===== config.mk =====
export PLATFORM = sky130hd
export DESIGN_NAME = ata_strobe_gen
export DESIGN_NICKNAME = d
export VERILOG_FILES = /design/src/rtl/ata_strobe_pkg.sv /design/src/rtl/ata_strobe_dp.sv /design/src/rtl/ata_strobe_ctl.sv /design/src/rtl/ata_strobe_gen.sv
export SDC_FILE = /design/constraint.sdc
export NUM_CORES = 1
export LEC_CHECK = 0
export BUFFER_PORTS_ARGS = -buffer_cell sky130_fd_sc_hd__buf_2
export CAP_MARGIN = 20
export CELL_PAD_IN_SITES_DETAIL_PLACEMENT = 1
export CELL_PAD_IN_SITES_GLOBAL_PLACEMENT = 1
export CORE_MARGIN = 1
export CORE_UTILIZATION = 46
export DETAILED_ROUTE_END_ITERATION = 8
export PLACE_DENSITY_LB_ADDON = 0.05
export SYNTH_ARGS = -nofsm -noshare
export SYNTH_HDL_FRONTEND = slang
export SYNTH_SLANG_ARGS = --single-unit

===== constraint.sdc =====
create_clock -name clk -period 4.16 [get_ports clk]
set_input_delay 0.624 -clock clk [delete_from_list [all_inputs] [get_ports clk]]
set_output_delay 0.624 -clock clk [all_outputs]
set_load 0.02 [all_outputs]

===== src/rtl/ata_strobe_pkg.sv =====
package ata_strobe_pkg;
  localparam int WORD_W   = 32;
  localparam int CNT_W    = 5;
  localparam int DHI_LSB  = 0;
  localparam int DHI_W    = 4;
  localparam int DLO_LSB  = 4;
  localparam int DLO_W    = 5;
  localparam int RHI_LSB  = 9;
  localparam int RHI_W    = 4;
  localparam int RLO_LSB  = 13;
  localparam int RLO_W    = 5;
  localparam int DSU_LSB  = 22;
  localparam int DSU_W    = 3;
  localparam int RSU_LSB  = 25;
  localparam int RSU_W    = 3;
  localparam int EN_LSB   = 28;
  localparam int EN_W     = 4;

  typedef enum logic [1:0] {
    PH_IDLE,
    PH_SETUP,
    PH_ACTIVE,
    PH_RECOV
  } phase_t;

  typedef struct packed {
    logic capture;
    logic loadSetup;
    logic loadActive;
    logic loadRecov;
    logic strobeOn;
  } ctl_t;
endpackage


===== src/rtl/ata_strobe_dp.sv =====
module ata_strobe_dp
  import ata_strobe_pkg::*;
(
  input  logic              clk,
  input  logic              rstN,
  input  ctl_t              ctl,
  input  logic              reqIsReg,
  input  logic              reqIsWrite,
  input  logic [WORD_W-1:0] timingWord,
  output logic              cntZero,
  output logic              curIsReg,
  output logic              rdStrobeN,
  output logic              wrStrobeN,
  output logic [EN_W-1:0]   enables
);
  logic [WORD_W-1:0] curWord;
  logic              curIsWrite;
  logic [CNT_W-1:0]  cnt;
  logic [WORD_W-1:0] srcWord;
  logic              srcIsReg;
  logic [CNT_W-1:0]  setupVal;
  logic [CNT_W-1:0]  activeVal;
  logic [CNT_W-1:0]  recovVal;
  logic [CNT_W-1:0]  loadVal;

  // A new request supplies its own word; later phases read the held copy.
  assign srcWord  = ctl.capture ? timingWord : curWord;
  assign srcIsReg = ctl.capture ? reqIsReg   : curIsReg;

  always_comb begin
    if (srcIsReg) begin
      setupVal  = CNT_W'(srcWord[RSU_LSB +: RSU_W]);
      activeVal = CNT_W'(srcWord[RLO_LSB +: RLO_W]);
      recovVal  = CNT_W'(srcWord[RHI_LSB +: RHI_W]);
    end else begin
      setupVal  = CNT_W'(srcWord[DSU_LSB +: DSU_W]);
      activeVal = CNT_W'(srcWord[DLO_LSB +: DLO_W]);
      recovVal  = CNT_W'(srcWord[DHI_LSB +: DHI_W]);
    end
  end

  always_comb begin
    loadVal = '0;
    if (ctl.loadSetup)  loadVal = setupVal;
    if (ctl.loadActive) loadVal = activeVal;
    if (ctl.loadRecov)  loadVal = recovVal;
  end

  always_ff @(posedge clk or negedge rstN) begin
    if (!rstN) begin
      curWord    <= '0;
      curIsReg   <= 1'b0;
      curIsWrite <= 1'b0;
    end else if (ctl.capture) begin
      curWord    <= timingWord;
      curIsReg   <= reqIsReg;
      curIsWrite <= reqIsWrite;
    end
  end

  always_ff @(posedge clk or negedge rstN) begin
    if (!rstN) begin
      cnt <= '0;
    end else if (ctl.loadSetup || ctl.loadActive || ctl.loadRecov) begin
      cnt <= loadVal;
    end else if (cnt != '0) begin
      cnt <= cnt - 1'b1;
    end
  end

  assign cntZero   = (cnt == '0);
  assign rdStrobeN = !(ctl.strobeOn && !curIsWrite);
  assign wrStrobeN = !(ctl.strobeOn &&  curIsWrite);
  assign enables   = curWord[EN_LSB +: EN_W];

  // Held word changes only on a capture strobe from control.
  assert_word_hold_R10: assert property (@(posedge clk) disable iff (!rstN)
    !ctl.capture |=> $stable(curWord));
endmodule


===== src/rtl/ata_strobe_ctl.sv =====
module ata_strobe_ctl
  import ata_strobe_pkg::*;
(
  input  logic clk,
  input  logic rstN,
  input  logic reqValid,
  input  logic reqIsReg,
  input  logic cntZero,
  input  logic curIsReg,
  output ctl_t ctl,
  output logic busy,
  output logic done
);
  phase_t state, stateNext;
  logic   accept;
  logic   skipSetup;

  assign done      = (state == PH_RECOV) && cntZero;
  assign busy      = (state != PH_IDLE) && !done;
  assign accept    = reqValid && ((state == PH_IDLE) || done);
  // Chained data after data goes straight to the active phase.
  assign skipSetup = (state == PH_RECOV) && !curIsReg && !reqIsReg;

  always_comb begin
    stateNext = state;
    ctl       = '0;
    ctl.capture  = accept;
    ctl.strobeOn = (state == PH_ACTIVE);
    unique case (state)
      PH_IDLE: begin
        if (accept) begin
          stateNext     = PH_SETUP;
          ctl.loadSetup = 1'b1;
        end
      end
      PH_SETUP: begin
        if (cntZero) begin
          stateNext      = PH_ACTIVE;
          ctl.loadActive = 1'b1;
        end
      end
      PH_ACTIVE: begin
        if (cntZero) begin
          stateNext     = PH_RECOV;
          ctl.loadRecov = 1'b1;
        end
      end
      PH_RECOV: begin
        if (cntZero) begin
          if (accept && skipSetup) begin
            stateNext      = PH_ACTIVE;
            ctl.loadActive = 1'b1;
          end else if (accept) begin
            stateNext     = PH_SETUP;
            ctl.loadSetup = 1'b1;
          end else begin
            stateNext = PH_IDLE;
          end
        end
      end
      default: stateNext = PH_IDLE;
    endcase
  end

  always_ff @(posedge clk or negedge rstN) begin
    if (!rstN) state <= PH_IDLE;
    else       state <= stateNext;
  end

  assert_done_single_R7: assert property (@(posedge clk) disable iff (!rstN)
    done |=> !done);

  assert_setup_from_idle_R5: assert property (@(posedge clk) disable iff (!rstN)
    (state == PH_IDLE) |=> (state != PH_ACTIVE));
endmodule


===== src/rtl/ata_strobe_gen.sv =====
module ata_strobe_gen
  import ata_strobe_pkg::*;
(
  input  logic              clk,
  input  logic              rstN,
  input  logic              reqValid,
  input  logic              reqIsReg,
  input  logic              reqIsWrite,
  input  logic [WORD_W-1:0] timingWord,
  output logic              rdStrobeN,
  output logic              wrStrobeN,
  output logic              busy,
  output logic              done,
  output logic              udmaEn,
  output logic              dmaEn,
  output logic              pioMasterEn,
  output logic              fifoEn
);
  ctl_t            ctl;
  logic            cntZero;
  logic            curIsReg;
  logic [EN_W-1:0] enables;

  ata_strobe_ctl ctl_i (
    .clk      (clk),
    .rstN     (rstN),
    .reqValid (reqValid),
    .reqIsReg (reqIsReg),
    .cntZero  (cntZero),
    .curIsReg (curIsReg),
    .ctl      (ctl),
    .busy     (busy),
    .done     (done)
  );

  ata_strobe_dp dp_i (
    .clk        (clk),
    .rstN       (rstN),
    .ctl        (ctl),
    .reqIsReg   (reqIsReg),
    .reqIsWrite (reqIsWrite),
    .timingWord (timingWord),
    .cntZero    (cntZero),
    .curIsReg   (curIsReg),
    .rdStrobeN  (rdStrobeN),
    .wrStrobeN  (wrStrobeN),
    .enables    (enables)
  );

  assign udmaEn      = enables[0];
  assign dmaEn       = enables[1];
  assign pioMasterEn = enables[2];
  assign fifoEn      = enables[3];

  assert_one_strobe_R6: assert property (@(posedge clk) disable iff (!rstN)
    rdStrobeN || wrStrobeN);

  assert_idle_high_R6: assert property (@(posedge clk) disable iff (!rstN)
    (!busy && !done) |-> (rdStrobeN && wrStrobeN));

  assert_status_stable_R9: assert property (@(posedge clk) disable iff (!rstN)
    busy |=> $stable({fifoEn, pioMasterEn, dmaEn, udmaEn}));
endmodule


==> impl_metrics.json, run 1 <==
{
  "outcome": "finished, final reports clean",
  "total_setup_buffers_inserted_after_cts": 0,
  "cell_area_after_placement_um2": 2360,
  "most_used_cells_in_the_layout_excluding_fill_and_tap_cells": "40 x buf_2, 37 x dfrtp_1, 27 x mux2_2",
  "number_of_diodes_added_for_antenna_fixing": 0,
  "postLayoutCellArea_um2": 2440,
  "core_utilization_of_the_finished_layout_pct": 55.4,
  "layout.cells.most_common": "buf_2",
  "start_util_pct": 48.8,
  "die-area_um2": 4960,
  "crit_path_top_delay_cell": "a2111oi_0",
  "drt_pass1_iterations": 4,
  "timing.final.setup_violations": 0,
  "grt_first_pass_wirelength_um": 8500,
  "pre_cts_ws_ps": 996,
  "grtUsageMet3_pct": 4.62,
  "groute.layer.met2.usage_pct": 37.8,
  "cts_tree": "done",
  "unrepaired_setup_endpoints_after_global_routing": "no",
  "overflow": 0,
  "worstMarginPinSlew_ps": 856,
  "startpoint_type": "register",
  "number_of_enable_flip_flop_cells_after_synthesis": 0,
  "route.detailed.vias_per_inst": 5.82,
  "finish.net_count": 276,
  "final_period_util_pct": 78.7,
  "setup_ws_ps": 888,
  "route.final.wire_length_um": 4950,
  "floorplan.die.height_um": 70.4,
  "count_of_buffers_inserted_at_the_top_level_ports": 40,
  "maxClockFrequency_mhz": 306,
  "drive_gt1_share_pct": 36.1,
  "dominantRegCellSynth": "dfrtp_1",
  "global_route.usage.met1_pct": 28.1,
  "grt_use_total_pct": 22.0,
  "critical_path_class": "register to register",
  "dr_total_vias": 1660,
  "irDropWorstVdd_mv": 0.310,
  "arrival_ps": 3480,
  "postSynth.asyncResetShare_pct": 100,
  "grt_max_degree": 38,
  "top_level_ports": 45,
  "number_of_buffers_created_by_cts": 5,
  "layout_min_cycle_time_ps": 3270,
  "crit_path_max_fanout": 19,
  "hp-class": "input port to asynchronous set/reset pin",
  "hpwl_after_detailed_placement_um": 3580,
  "number_of_global_route_vias_before_repair": 1800,
  "cell_area_after_synthesis_um2": 2150,
  "row_count": 24,
  "ctsResizeCount": 0,
  "flow.area_growth_from_synthesis_pct": 13.5,
  "worstSkewPairLatency_ps": 290,
  "antenna_violating_nets_post_route": 0,
  "cts.root.buffer_cell": "clkbuf_8",
  "cts_hold_buf": 0,
  "count_of_routing_violations_after_the_opening_detailed_route_iteration": 67,
  "yosys_warnings": 0,
  "fillCellCount": 513,
  "timing.max_slew.rel_slack_pct": 42.9,
  "drcViolationCount": 0,
  "worst-r2r-setup-slack_ps": 890,
  "required_ps": 4370,
  "ys_ff_latch": 37,
  "timing.max_cap.violations": 0,
  "synthesis.nets": 236,
  "synth.distinct_cells": 40,
  "clk_pin_slew_worst_paths_ps": 80,
  "clock_path_buffers": 2,
  "share_of_synthesized_area_occupied_by_flip_flops_and_latches_pct": 43.0,
  "report.final.hold_viol_count": 0,
  "finClkSkew_ps": 8.43,
  "cell_chain_critical_path": "inv_1, ha_1, or4b_1, o21ai_4, buf_4, a211oi_1, a2111oi_0, a31oi_1, o21ai_0",
  "tritoncts_num_sinks": 37,
  "core-area_um2": 4410,
  "antenna_found_initial": 0,
  "routing_layer_with_the_top_usage_in_global_route": "met2",
  "gp_congestion": 0.815,
  "cpPeakStageDelay_ps": 730,
  "avgSynthCellArea_um2": 11.2,
  "power.density_nw_per_um2": 734,
  "end_kind": "register",
  "wl_per_cell_um": 17.4,
  "die_w_um": 70.4,
  "power.static_leakage_nw": 1.11,
  "critical-path-top-delay-family": "compound AO/OA/AOI/OAI gates",
  "tns_ps": 0,
  "postSynthCellCount": 192,
  "drv_slew": 0,
  "cp_num_buf_inv": 2,
  "htreeDepth": 2
}
[worst reg2reg max path, cell delays in order, from the launching register on]
cell	delay, ps
dfrtp_1	420
inv_1	90
ha_1	190
or4b_1	600
o21ai_4	590
buf_4	300
a211oi_1	60
a2111oi_0	730
a31oi_1	90
o21ai_0	110
[registers in the layout, indices dropped and copies added, names as in the netlist]
name	count
ctl_i.state	2
dp_i.curIsWrite	1
dp_i.curIsReg	1
dp_i.cnt	5
dp_i.curWord	28
[metal layers]
metal	share of wire (%)	wire, um	vias to the layer above
li1	-	-	775
met1	45	2230	849
met2	50	2480	30
met3	3.8	189	6
met4	0.91	45	0
met5	0	0	-
[synthesized netlist by cell type (2+ instances only)]
cell	count	area (um^2)
dfrtp_1	37	926
mux2_2	27	304
mux2i_1	14	140
nand2_1	13	48.8
o21ai_0	9	45.0
a21oi_1	7	35.0
ha_1	7	87.6
inv_1	7	26.3
nor2_1	6	22.5
nor3_1	6	30.0
a211oi_1	5	37.5
a31oi_1	5	31.3
buf_2	5	25.0
nor2b_1	4	25.0
clkbuf_1	3	11.3
mux2_4	3	45.0
nand3b_1	3	22.5
o22ai_1	3	18.8
a2111oi_0	2	17.5
a21o_1	2	15.0
and3_1	2	12.5
buf_12	2	40.0
nand2b_1	2	12.5
o31ai_1	2	15.0
[report_power, final]
group	switching (mW)	leakage, nW	internal, mW
combinational	0.438	0.631	0.428
sequential	0.138	0.438	0.546
clock	0.125	0.0395	0.119
[area by class of cell]
type	count	area, um^2	share of cell area, %
flip-flops and latches	37	926	37.9
repair buffers	43	223	9.11
well taps	52	65.1	2.66
multi-input cells	138	1120	46.0
clock buffers	8	80.1	3.28
inverters	7	26.3	1.07
[path summary, 6_finish.rpt]
path | startpoint | endpoint | cells after the start
worst max-delay path | dp_i.cnt[1]$_DFFE_PN0P_ | dp_i.cnt[3]$_DFFE_PN0P_ | 9
worst min-delay path | rstN | ctl_i.state[1]$_DFFE_PN0P_ | 1
worst max register to register | dp_i.cnt[1]$_DFFE_PN0P_ | dp_i.cnt[3]$_DFFE_PN0P_ | 9
worst min register to register | dp_i.curWord[26]$_DFF_PN0_ | dp_i.curWord[26]$_DFF_PN0_ | 2
min in group clk | dp_i.curWord[26]$_DFF_PN0_ | dp_i.curWord[26]$_DFF_PN0_ | 2
max in group asynchronous | rstN | dp_i.curWord[2]$_DFF_PN0_ | 1
[stage by stage]
step           hold slack [ps]  instances  total power, mW
2_1_floorplan              328        192             1.36
3_3_place_gp               465        277             1.51
3_5_place_dp               472        277             1.56
4_1_cts                    470        285             1.82
5_1_grt                    502        285             1.95
6_report                   435        285             1.79
[cells by family (layout without fill, tap and decap cells)]
family / count (synthesis) / after routing / share of synthesized area [%]
DFF: 37 / 37 / 43.0
AOI/OAI and AO/OA: 42 / 42 / 13.3
xor gates and xnor gates: 2 / 2 / 0.814
and+or+nand+nor: 43 / 43 / 11.3
buffers and inverters: 17 / 58 / 4.76
muxes: 44 / 44 / 22.7
adders and majority gates: 7 / 7 / 4.07
Note: power is estimated with default switching activity, not from simulation.
==> run 2, diff against run 1 <==
Settings changed: CORE_UTILIZATION 46 to 38.
Clock period 4.16 ns to 2.7 ns, I/O delays scaled along.
==> run 2 against run 1 <==
Utilization shrank 8.7 points; combinational power is 67% higher; final cell count is 8.8% higher; count of clock-buffer cells in the layout is 3 lower; routed wire length is 6.9% higher; design area up 4.5%; largest cell class unchanged.
==> impl_metrics.json, run 2 (synthesis gave the netlist of run 1 again) <==
{
  "irDropWorstVdd_mv": 0.440,
  "clk_pin_slew_worst_paths_ps": 80,
  "unrepaired_setup_endpoints_after_global_routing": "no",
  "gp_congestion": 0.837,
  "grt_first_pass_wirelength_um": 8930,
  "power.density_nw_per_um2": 1150,
  "share_clk_of_total_power_pct": 16.0,
  "route.final.wire_length_um": 5290,
  "grt_use_total_pct": 19.5,
  "largest_reg_flops": 28,
  "hp-class": "input port to asynchronous set/reset pin",
  "critical_path_class": "register to register",
  "antenna_violating_nets_post_route": 0,
  "count_of_routing_violations_after_the_opening_detailed_route_iteration": 42,
  "top_register": "dp_i.curWord",
  "drv_slew": 0,
  "netSwitchingPower_mw": 1.12,
  "startpoint_type": "register",
  "overflow": 0,
  "report.final.hold_viol_count": 0,
  "final_period_util_pct": 93.5,
  "die-area_um2": 5970,
  "flow.area_growth_from_synthesis_pct": 18.6,
  "postLayoutCellArea_um2": 2550,
  "routing_layer_with_the_top_usage_in_global_route": "met2",
  "wl_per_cell_um": 17.1,
  "cpPeakStageDelay_ps": 510,
  "required_ps": 2860,
  "internal-power_mw": 1.81,
  "most_used_cells_in_the_layout_excluding_fill_and_tap_cells": "40 x buf_2, 37 x dfrtp_1, 27 x mux2_2",
  "antenna_found_initial": 0,
  "drt_pass1_iterations": 4,
  "dr_total_vias": 1620,
  "power.static_leakage_nw": 1.16,
  "total_setup_buffers_inserted_after_cts": 0,
  "finClkSkew_ps": 7.81,
  "top_level_ports": 45,
  "number_of_buffers_created_by_cts": 5,
  "share_comb_of_total_power_pct": 49.3,
  "outcome": "finished, final reports clean",
  "die_w_um": 77.3,
  "critical-path-top-delay-family": "simple AND/OR/NAND/NOR gates",
  "layout.cells.most_common": "buf_2",
  "floorplan.die.height_um": 77.3,
  "timing.max_slew.rel_slack_pct": 43.2,
  "crit_path_max_fanout": 7,
  "cell_chain_critical_path": "inv_1, ha_1, or4b_4, o21ai_4, buf_4, mux2_2, nand3b_1, a32o_1, a31oi_1",
  "cts_tree": "done",
  "power.share.sequential_pct": 34.7,
  "groute.layer.met2.usage_pct": 34.9,
  "timing.max_cap.violations": 0,
  "post_layout_nonfiller_instances": 310,
  "tns_ps": 0,
  "timing.final.setup_violations": 0,
  "global_route.usage.met1_pct": 22.1,
  "cells_after_dpl": 303,
  "end_kind": "register",
  "row_count": 27,
  "count_of_buffers_inserted_at_the_top_level_ports": 40,
  "finish.net_count": 282,
  "cts_hold_buf": 0,
  "layout_min_cycle_time_ps": 2520,
  "maxClockFrequency_mhz": 396,
  "grtUsageMet3_pct": 4.17,
  "clock_path_buffers": 2,
  "arrival_ps": 2690,
  "number_of_diodes_added_for_antenna_fixing": 0,
  "drcViolationCount": 0,
  "hpwl_after_detailed_placement_um": 4040,
  "drive_gt1_share_pct": 39.5,
  "core-area_um2": 5470,
  "crit_path_top_delay_cell": "or4b_4",
  "cell_area_after_placement_um2": 2430,
  "worstMarginPinSlew_ps": 853,
  "start_util_pct": 39.3,
  "grt_max_degree": 38,
  "cp_num_buf_inv": 2,
  "reg.largest.list": "dp_i.curWord x28, dp_i.cnt x5, ctl_i.state x2",
  "cts.root.buffer_cell": "clkbuf_8",
  "number_of_global_route_vias_before_repair": 1826,
  "fillCellCount": 626,
  "route.detailed.vias_per_inst": 5.23,
  "worstSkewPairLatency_ps": 290,
  "power_switching_share_pct": 38.2,
  "tritoncts_num_sinks": 37,
  "htreeDepth": 2
}
run 2: what timing repair did:
item | in CTS | in global routing
endpoints found under the setup margin | 1 | 2
gates resized for setup | 2 | 3
pin swaps | 0 | 1
run 2: path summary, 6_finish.rpt:
check	start	endpoint	slack [ps]	cells after the start
max in group asynchronous	rstN	dp_i.curWord[7]$_DFF_PN0_	1940	1
min	rstN	ctl_i.state[1]$_DFFE_PN0P_	210	1
max	dp_i.cnt[0]$_DFFE_PN0P_	dp_i.cnt[0]$_DFFE_PN0P_	180	9
max reg2reg	dp_i.cnt[0]$_DFFE_PN0P_	dp_i.cnt[0]$_DFFE_PN0P_	180	9
min reg2reg	dp_i.curWord[26]$_DFF_PN0_	dp_i.curWord[26]$_DFF_PN0_	500	2
min in group clk	timingWord[28]	dp_i.curWord[28]$_DFFE_PN0N_	350	2
run 2: power groups by stage:
stage               logic (mW)  clock network (mW)  registers (mW)
floorplan                 1.07                   0            1.02
global placement          1.37                   0           0.999
detailed placement        1.45                   0            1.03
CTS                       1.46               0.483            1.02
global route              1.60               0.505            1.06
finish                    1.45               0.468            1.02
run 2: final cells by class:
class / instances / area (um^2) / area share, %
Clock buffer: 5 / 68.8 / 2.69
Clock inverter: 2 / 35.0 / 1.37
Inverter: 7 / 26.3 / 1.03
Multi-Input combinational cell: 138 / 1140 / 44.5
Sequential cell: 37 / 926 / 36.3
Tap cell: 72 / 90.1 / 3.53
Timing Repair Buffer: 49 / 272 / 10.6
run 2: worst reg2reg max path: cells and delay by family, from the launching register on:
family          cells  cell delay [ps]
compound gates      3              530
flops               1              420
simple gates        2              600
mux                 1              360
fa+ha+maj           1              200
buf+inv             2              300
run 2: metrics by stage:
stage                     total power, mW  hold slack (ps)  utilization [%]  setup WS, ps
final                                2.93              210             46.7           176
after global routing                 3.17              288             46.7          40.0
after CTS                            2.96              247             46.5          82.2
after detailed placement             2.47              480             44.5          -222
after global placement               2.37              476             44.5         -35.1
after floorplan                      2.09              109                -           341
run 2: routing by layer:
layer  part of all wire (%)  routed length [um]
met2                     52                2760
met3                    3.3                 174
met5                      0                   0
met1                     42                2230
met4                    2.4                 128
==> run 3, diff against run 2 <==
Settings changed: CORE_ASPECT_RATIO set to 2.
==> run 3 against run 2 <==
Clock power rose by 6.0%; sequential power barely moved; combinational power barely moved; fmax fell by 0.93%; flip-flop and latch count did not move; non-clock buffer count did not move; routed wire length fell by 3.0%; via count rose by 2.2%; worst setup slack got worse by 24 ps; global-route usage fell by 0.89 points; critical endpoint unchanged.
==> impl_metrics.json, run 3 (synthesis gave the netlist of run 1 again) <==
{
  "drv_slew": 0,
  "worstSkewPairLatency_ps": 290,
  "critical-path-top-delay-family": "compound AO/OA/AOI/OAI gates",
  "wl_per_cell_um": 17.2,
  "cell_area_after_placement_um2": 2430,
  "reg.largest.list": "dp_i.curWord x28, dp_i.cnt x5, ctl_i.state x2",
  "cts.root.buffer_cell": "clkbuf_8",
  "clk_pin_slew_worst_paths_ps": 80,
  "share_comb_of_total_power_pct": 49.1,
  "antenna_violating_nets_post_route": 0,
  "cp_num_cells": 9,
  "setup_ws_ps": 152,
  "clock_path_buffers": 2,
  "hpwl_after_detailed_placement_um": 3840,
  "layout_min_cycle_time_ps": 2550,
  "number_of_buffers_created_by_cts": 5,
  "startpoint_type": "register",
  "grt_max_degree": 38,
  "route.final.wire_length_um": 5130,
  "power_switching_share_pct": 37.2,
  "finish.net_count": 282,
  "worst-r2r-setup-slack_ps": 150,
  "drive_gt1_share_pct": 38.5,
  "core_utilization_of_the_finished_layout_pct": 47.0,
  "critical_path_class": "register to register",
  "die_w_um": 55.2,
  "outcome": "finished, final reports clean",
  "count_of_routing_violations_after_the_opening_detailed_route_iteration": 55,
  "most_used_cells_in_the_layout_excluding_fill_and_tap_cells": "40 x buf_2, 37 x dfrtp_1, 27 x mux2_2",
  "fillCellCount": 626,
  "rr_startpoint": "dp_i.cnt[0]$_DFFE_PN0P_",
  "worstMarginPinSlew_ps": 854,
  "power.static_leakage_nw": 1.16,
  "grt_first_pass_wirelength_um": 8800,
  "drcViolationCount": 0,
  "reg2reg_depth": 9,
  "timing.final.setup_violations": 0,
  "internal-power_mw": 1.86,
  "die-area_um2": 5990,
  "count_of_buffers_inserted_at_the_top_level_ports": 40,
  "cell_chain_critical_path": "inv_1, ha_1, or4b_1, o21ai_4, buf_4, mux2_4, a21oi_1, a32o_1, a31oi_1",
  "unrepaired_setup_endpoints_after_global_routing": "no",
  "final_period_util_pct": 94.4,
  "start_util_pct": 39.7,
  "required_ps": 2850,
  "core-area_um2": 5420,
  "tritoncts_num_sinks": 37,
  "maxClockFrequency_mhz": 393,
  "dr_total_vias": 1656,
  "netSwitchingPower_mw": 1.10,
  "gp_congestion": 0.861,
  "htreeDepth": 2,
  "worstSetupStartpoint": "dp_i.cnt[0]$_DFFE_PN0P_",
  "antenna_found_initial": 0,
  "finClkSkew_ps": 12.2,
  "worst_r2r_endpoint": "dp_i.cnt[0]$_DFFE_PN0P_",
  "cts_hold_buf": 0,
  "postLayoutCellArea_um2": 2550,
  "irDropWorstVdd_mv": 0.650,
  "pre_cts_ws_ps": 126,
  "floorplan.die.height_um": 108,
  "worstSetupEndpoint": "dp_i.cnt[0]$_DFFE_PN0P_",
  "top_register": "dp_i.curWord",
  "tns_ps": 0,
  "timing.max_cap.violations": 0,
  "power_mw": 2.96,
  "grt_use_total_pct": 18.6,
  "overflow": 0,
  "top_level_ports": 45,
  "cts_tree": "done",
  "largest_reg_flops": 28,
  "power.share.sequential_pct": 34.1,
  "crit_path_top_delay_cell": "or4b_1",
  "timing.max_slew.rel_slack_pct": 43.1,
  "drt_pass1_iterations": 4,
  "crit_path_max_fanout": 6,
  "row_count": 38,
  "power.density_nw_per_um2": 1160,
  "share_clk_of_total_power_pct": 16.8,
  "arrival_ps": 2700,
  "cpPeakStageDelay_ps": 520,
  "end_kind": "register",
  "number_of_global_route_vias_before_repair": 1846,
  "hp-class": "input port to asynchronous set/reset pin",
  "report.final.hold_viol_count": 0,
  "number_of_diodes_added_for_antenna_fixing": 0,
  "layout.cells.most_common": "buf_2",
  "route.detailed.vias_per_inst": 5.54,
  "cp_num_buf_inv": 2,
  "flow.area_growth_from_synthesis_pct": 18.4,
  "total_setup_buffers_inserted_after_cts": 0
}
[run 3: changes by cell type in the layout (fill, tap and decap cells not counted)]
cell	previous run	this run
a2111oi_2	1	0
a2111oi_0	0	1
clkbuf_8	5	6
or4b_1	0	1
buf_12	0	1
clkbuf_1	0	1
clkinv_2	1	0
or4b_4	1	0
buf_6	1	0
[run 3: through the flow]
stage	std cells	hold WS, ps
after detailed placement	291	487
after global placement	291	474
final	299	217
after floorplan	192	109
after CTS	299	246
after global routing	299	290
[run 3: repair_timing]
action	in CTS	in global routing
endpoints found under the setup margin	0	3
resized for setup	0	1
hold endpoints to repair	0	0
[run 3: routing by layer]
metal / GRT usage, % / up-vias / wire [um]
met2: 36.1 / 31 / 2900
li1: - / 793 / -
met5: 0 / - / 0
met1: 20.6 / 825 / 2020
met3: 2.39 / 7 / 123
met4: 5.54 / 0 / 82
[run 3: worst min path at each step]
| stage | to | slack (ps) | depth (start not counted) |
|---|---|---|---|
| after global placement | dp_i.curWord[26]$_DFF_PN0_ | 470 | 2 |
| after CTS | dp_i.curWord[25]$_DFF_PN0_ | 250 | 1 |
| after global routing | dp_i.curWord[25]$_DFF_PN0_ | 290 | 1 |
| after floorplan | ctl_i.state[0]$_DFFE_PN0P_ | 110 | 0 |
| final | dp_i.curWord[25]$_DFF_PN0_ | 220 | 1 |
| after detailed placement | dp_i.curWord[25]$_DFF_PN0_ | 490 | 1 |
[run 3: power by group through the flow]
stage                     logic (mW)  registers, mW  clock network, mW
after global placement          1.42          0.998                  0
after detailed placement        1.47           1.02                  0
after global routing            1.60           1.05              0.532
after floorplan                 1.07           1.02                  0
after CTS                       1.48           1.01              0.513
final                           1.45           1.01              0.496
[run 3: cell type report]
| type | instances | area [um^2] | share of cell area [%] |
|---|---|---|---|
| clock buffers | 7 | 86.3 | 3.39 |
| clock inverters | 1 | 30.0 | 1.18 |
| inverters | 7 | 26.3 | 1.03 |
| multi-input cells | 138 | 1130 | 44.2 |
| flip-flops and latches | 37 | 926 | 36.3 |
| well taps | 60 | 75.1 | 2.94 |
| repair buffers | 49 | 280 | 11.0 |
